**src/rtl/uart_idle_pkg.sv**
```systemverilog
package uart_idle_pkg;

  // Number of bits in one frame: start + data + optional parity + stop.
  function automatic int unsigned frame_len(input int unsigned base_bits,
                                            input logic nine, input logic ten,
                                            input logic par);
    int unsigned n;
    if (ten)
      n = base_bits + 2;
    else
      n = base_bits + {31'd0, nine} + {31'd0, par};
    return n;
  endfunction

  // Start point is "after stop" unless idle-line wakeup overrides it.
  function automatic logic after_stop_eff(input logic after_stop,
                                          input logic wake_en,
                                          input logic wake_addr);
    return after_stop & ~(wake_en & ~wake_addr);
  endfunction

endpackage

```
**src/rtl/idle_gate.sv**
```systemverilog
module idle_gate (
  input  logic clk,
  input  logic rst,
  input  logic start_seen,
  input  logic stop_seen,
  input  logic cfg_after_stop,
  input  logic cfg_wake_en,
  input  logic cfg_wake_addr,
  output logic eff_after_stop,
  output logic count_ok,
  output logic clear_now
);
  import uart_idle_pkg::*;

  logic in_frame_q;

  always_ff @(posedge clk) begin
    if (rst)             in_frame_q <= 1'b0;
    else if (start_seen) in_frame_q <= 1'b1;
    else if (stop_seen)  in_frame_q <= 1'b0;
  end

  always_comb begin
    eff_after_stop = after_stop_eff(cfg_after_stop, cfg_wake_en, cfg_wake_addr);
    count_ok       = ~eff_after_stop | ~in_frame_q;
    clear_now      = start_seen | (stop_seen & eff_after_stop);
  end
endmodule

```
**src/rtl/idle_counter.sv**
```systemverilog
module idle_counter #(
  parameter int CNT_W = 4
) (
  input  logic             clk,
  input  logic             rst,
  input  logic             bit_vld,
  input  logic             bit_val,
  input  logic             count_ok,
  input  logic             clear_now,
  input  logic [CNT_W-1:0] thr,
  output logic [CNT_W-1:0] cnt_q,
  output logic [CNT_W-1:0] cnt_d
);
  localparam logic [CNT_W-1:0] ONE = CNT_W'(1);

  always_comb begin
    cnt_d = cnt_q;
    if (clear_now)
      cnt_d = '0;
    else if (bit_vld) begin
      if (!bit_val)
        cnt_d = '0;
      else if (count_ok && (cnt_q < thr))
        cnt_d = cnt_q + ONE;
    end
  end

  always_ff @(posedge clk) begin
    if (rst) cnt_q <= '0;
    else     cnt_q <= cnt_d;
  end
endmodule

```
**src/rtl/idle_event.sv**
```systemverilog
module idle_event #(
  parameter int CNT_W = 4
) (
  input  logic             clk,
  input  logic             rst,
  input  logic             start_seen,
  input  logic             flag_clr,
  input  logic [CNT_W-1:0] cnt_q,
  input  logic [CNT_W-1:0] cnt_d,
  input  logic [CNT_W-1:0] thr,
  output logic             armed,
  output logic             fire,
  output logic             idle_pulse,
  output logic             idle_flag
);
  assign fire = armed & (cnt_d >= thr) & (cnt_q < thr);

  always_ff @(posedge clk) begin
    if (rst) begin
      armed      <= 1'b0;
      idle_pulse <= 1'b0;
      idle_flag  <= 1'b0;
    end else begin
      idle_pulse <= fire;
      if (start_seen) armed <= 1'b1;
      else if (fire)  armed <= 1'b0;
      if (fire)          idle_flag <= 1'b1;
      else if (flag_clr) idle_flag <= 1'b0;
    end
  end
endmodule

```
**src/rtl/uart_idle_watch.sv**
```systemverilog
module uart_idle_watch #(
  parameter int CNT_W     = 4,
  parameter int BASE_BITS = 10
) (
  input  logic clk,
  input  logic rst,
  input  logic bit_vld,
  input  logic bit_val,
  input  logic start_seen,
  input  logic stop_seen,
  input  logic cfg_after_stop,
  input  logic cfg_nine,
  input  logic cfg_ten,
  input  logic cfg_par,
  input  logic cfg_wake_en,
  input  logic cfg_wake_addr,
  input  logic flag_clr,
  output logic idle_pulse,
  output logic idle_flag
);
  import uart_idle_pkg::*;

  logic [CNT_W-1:0] idle_thr;
  logic [CNT_W-1:0] idle_cnt;
  logic [CNT_W-1:0] idle_cnt_nxt;
  logic             eff_after_stop;
  logic             count_ok;
  logic             clear_now;
  logic             armed;
  logic             fire;

  assign idle_thr = CNT_W'(frame_len(BASE_BITS, cfg_nine, cfg_ten, cfg_par));

  idle_gate u_gate (
    .clk(clk), .rst(rst),
    .start_seen(start_seen), .stop_seen(stop_seen),
    .cfg_after_stop(cfg_after_stop), .cfg_wake_en(cfg_wake_en),
    .cfg_wake_addr(cfg_wake_addr),
    .eff_after_stop(eff_after_stop), .count_ok(count_ok),
    .clear_now(clear_now)
  );

  idle_counter #(.CNT_W(CNT_W)) u_cnt (
    .clk(clk), .rst(rst),
    .bit_vld(bit_vld), .bit_val(bit_val),
    .count_ok(count_ok), .clear_now(clear_now),
    .thr(idle_thr), .cnt_q(idle_cnt), .cnt_d(idle_cnt_nxt)
  );

  idle_event #(.CNT_W(CNT_W)) u_evt (
    .clk(clk), .rst(rst),
    .start_seen(start_seen), .flag_clr(flag_clr),
    .cnt_q(idle_cnt), .cnt_d(idle_cnt_nxt), .thr(idle_thr),
    .armed(armed), .fire(fire),
    .idle_pulse(idle_pulse), .idle_flag(idle_flag)
  );
endmodule

```
**config.mk**
```make
export PLATFORM = sky130hd
export DESIGN_NAME = uart_idle_watch
export DESIGN_NICKNAME = d
export VERILOG_FILES = /design/src/rtl/uart_idle_pkg.sv /design/src/rtl/idle_gate.sv /design/src/rtl/idle_counter.sv /design/src/rtl/idle_event.sv /design/src/rtl/uart_idle_watch.sv
export SDC_FILE = /design/constraint.sdc
export NUM_CORES = 1
export LEC_CHECK = 0
export BUFFER_PORTS_ARGS = -buffer_cell sky130_fd_sc_hd__buf_2
export CORE_AREA = 2 2 39 41
export CTS_BUF_LIST = sky130_fd_sc_hd__clkbuf_2 sky130_fd_sc_hd__clkbuf_4 sky130_fd_sc_hd__clkbuf_8
export DETAILED_ROUTE_END_ITERATION = 10
export DIE_AREA = 0 0 41 43
export GPL_ROUTABILITY_DRIVEN = 0
export PLACE_DENSITY = 0.71
export REMOVE_ABC_BUFFERS = 1
export SYNTH_ARGS = -nofsm -noshare
export SYNTH_HDL_FRONTEND = slang
export SYNTH_SLANG_ARGS = --single-unit
```
**constraint.sdc**
```tcl
create_clock -name clk -period 6.3 [get_ports clk]
set_clock_uncertainty 0.15 [all_clocks]
set_input_delay 1.26 -clock clk [delete_from_list [all_inputs] [get_ports clk]]
set_output_delay 1.26 -clock clk [all_outputs]
set_load 0.03 [all_outputs]
```
==> results.sh <==
export IMPL_yosysUniqueCellTypes=27
export IMPL_grt_max_degree=7
export IMPL_fillers=146
export IMPL_yosys_most_used_dff="dfxtp_1"
export IMPL_antenna_found_initial=0
export IMPL_die_height_um=43
export IMPL_crit_required_ns=6.31
export IMPL_route_final_wire_length_um=1110
export IMPL_drt_initial_drc_count=6
export IMPL_vias=471
export IMPL_postCtsHoldBufs=0
export IMPL_leakagePower_nw=0.318
export IMPL_area_growth_pct=20.8
export IMPL_async_flop_share_pct=0
export IMPL_setup_tns_ns=0
export IMPL_hold_violations=0
export IMPL_pwr_share_clk_pct=34.9
export IMPL_cts_max_path_buffers=2
export IMPL_yosys_area_top_type="dfxtp_1"
export IMPL_drv_cap=0
export IMPL_r2r_end="u_evt.armed"
export IMPL_drc=0
export IMPL_slew_headroom_pct=73.6
export IMPL_viasPerCell=5.01
export IMPL_worstHoldPathCells=2
export IMPL_first_pass_iters=4
export IMPL_fin_ws_ns=2.30
export IMPL_dp_slack_ns=2.04
export IMPL_die_w_um=41
export IMPL_antenna_left=0
export IMPL_p_comb_share_pct=17.0
export IMPL_endpoint_kind="flop"
export IMPL_worstMarginPinSlew_ns=0.392
export IMPL_postCtsSetupBuffers=0
export IMPL_start_util_pct=39.1
export IMPL_post_dp_hpwl_um=920
export IMPL_drive_gt1_share_pct=28.2
export IMPL_crit_arrival_ns=4.02
export IMPL_critPathLaunchType="input pin"
export IMPL_io_pins=15
export IMPL_powerDensity_nw_per_um2=168
export IMPL_seq_area_um2=160
export IMPL_mostFrequentLayoutCells="14 x buf_2, 9 x nor2_1, 8 x dfxtp_1"
export IMPL_grt_pass1_vias=473
export IMPL_numCtsBuffers=3
export IMPL_reg2regPathDepth=11
export IMPL_postCtsResizedCells=0
export IMPL_synth_enable_flop_cells=0
export IMPL_finalCritPeriodShare_pct=63.6
export IMPL_cts_root_buf="clkbuf_4"
export IMPL_synth_top_area_share_pct=29.6
export IMPL_status="completed"
export IMPL_irDropWorstVdd_v=0.000124
export IMPL_period_minus_slack_ns=4.00
export IMPL_htreeDepth=1
export IMPL_swShare_pct=24.1
export IMPL_synthCells=61
export IMPL_max_freq_mhz=250
export IMPL_critPathKind="input pin to flop"
export IMPL_avgSynthCellArea_um2=8.86
export IMPL_timing_reg2reg_setup_slack_ns=3.57
export IMPL_setup_viol=0
export IMPL_p_seq_share_pct=48.2
export IMPL_yosys_register_bits=8
export IMPL_rows=14
export IMPL_final_max_slew_viol_count=0
export IMPL_cts_tree="done"
export IMPL_worstSkewPairLatency_ns=0.25
export IMPL_synth_area_um2=541
export IMPL_final_core_util_pct=47.2
export IMPL_hold_path_class="flop to flop"
export IMPL_nNetsFinal=100
export IMPL_final_cells=94
export IMPL_fp_dieArea_um2=1760
export IMPL_core_area_um2=1380
export IMPL_io_buffers=14
export IMPL_ys_seq_area_share_pct=29.6
export IMPL_worstPathMaxFanout=3
export IMPL_path_clk_slew_ns=0.05
export IMPL_num_antenna_cells=0
export IMPL_whs_endpoint="u_evt.idle_pulse"
export IMPL_internal_power_mw=0.0833
export IMPL_overflow=0
export IMPL_p_sw_mw=0.0265
export IMPL_layout_commonest_cell="buf_2"
export IMPL_grt_first_pass_wirelength_um=1900
export IMPL_multi_input_area_um2=369
export IMPL_synth_area_leaders="dfxtp_1 30%, ha_1 16%, nor2_1 6.3%, mux2i_1 3.7%, nand2b_1 3.5%"
export IMPL_yosysWarnings=0
export IMPL_wl_per_cell_um=11.8
export IMPL_cts_sinks=8
export IMPL_reg2reg_from="u_cnt.cnt_q[2]"
export IMPL_grt_use_total_pct=15.8
export IMPL_place_inst=91
export IMPL_hold_path_startpoint="u_evt.armed"
export IMPL_rsz0062_at_grt="false"
==> worst max-delay path, stage by stage <==
cell and delay (ns):
buf_2 0.10, ha_1 0.17, or2_2 0.32, inv_1 0.09
ha_1 0.25, a21o_1 0.17, a2bb2oi_2 0.16, and3_4 0.22
mux2i_1 0.23, nor2_1 0.09, ha_1 0.31, o21ai_0 0.15
a21oi_1 0.06, o21a_1 0.19, a311oi_1 0.24
==> Yosys cell counts (2+ instances only) <==
library cell / n
mux2i_1: 2
a31oi_1: 2
nor2b_1: 2
a21oi_1: 3
inv_1: 3
ha_1: 7
o21ai_0: 3
nand3_1: 3
nor2_1: 9
dfxtp_1: 8
nand2b_1: 3
==> worst max-delay path by stage <==
stage / end / cells after the start / startpoint / slack (ns)
after floorplan: u_evt.armed / 14 / cfg_nine / 2.39
after global placement: u_evt.armed / 15 / cfg_nine / 2.12
after detailed placement: u_evt.armed / 15 / cfg_nine / 2.04
after CTS: u_evt.armed / 15 / cfg_nine / 2.31
after global routing: u_evt.armed / 15 / cfg_nine / 2.14
final: u_evt.armed / 15 / cfg_nine / 2.30
==> metrics by stage <==
step / total power [mW] / area, um^2 / hold WS [ns]
4_1_cts: 0.112 / 653 / 0.334
5_1_grt: 0.118 / 653 / 0.364
3_3_place_gp: 0.0718 / 631 / 0.311
3_5_place_dp: 0.0725 / 631 / 0.323
6_report: 0.110 / 653 / 0.325
2_1_floorplan: 0.0650 / 541 / 0.297
==> layout make-up <==
class	count	share of cell area, %
clock buffer	3	3.45
multi-input combinational	50	56.5
tap	16	3.07
inverter	3	1.72
sequential	8	24.5
timing repair buffer	14	10.7
==> power groups by stage <==
stage	combinational, mW	sequential (mW)	clock [mW]
2_1_floorplan	0.0114	0.0536	0
3_3_place_gp	0.0180	0.0539	0
3_5_place_dp	0.0186	0.0539	0
4_1_cts	0.0187	0.0528	0.0404
5_1_grt	0.0210	0.0530	0.0436
6_report	0.0186	0.0529	0.0383
==> per-layer routing <==
layer  vias to the layer above  global-route usage (%)  routed length, um
li1                        254                       -                  -
met1                       201                    20.3                513
met2                        14                    24.1                522
met3                         2                    6.28                 64
met4                         0                    4.00                  9
met5                         -                       0                  0
==> registers in the layout (all words and copies together) (netlist names) <==
name               flops
u_evt.idle_pulse       1
u_evt.idle_flag        1
u_gate.in_frame_q      1
u_cnt.cnt_q            4
u_evt.armed            1
==> cells by family (layout without fill, tap and decap cells) <==
family | Yosys count | count (layout) | synth area share [%]
AND/OR/NAND/NOR | 26 | 26 | 28.0
AO/OA/AOI/OAI | 12 | 12 | 15.0
flip-flops | 8 | 8 | 29.6
adder cells (fa/ha/maj) | 7 | 7 | 16.2
multiplexers | 3 | 3 | 5.79
buffers and inverters | 3 | 20 | 2.08
XOR/XNOR | 2 | 2 | 3.24
(Power assumes the default switching activity.)
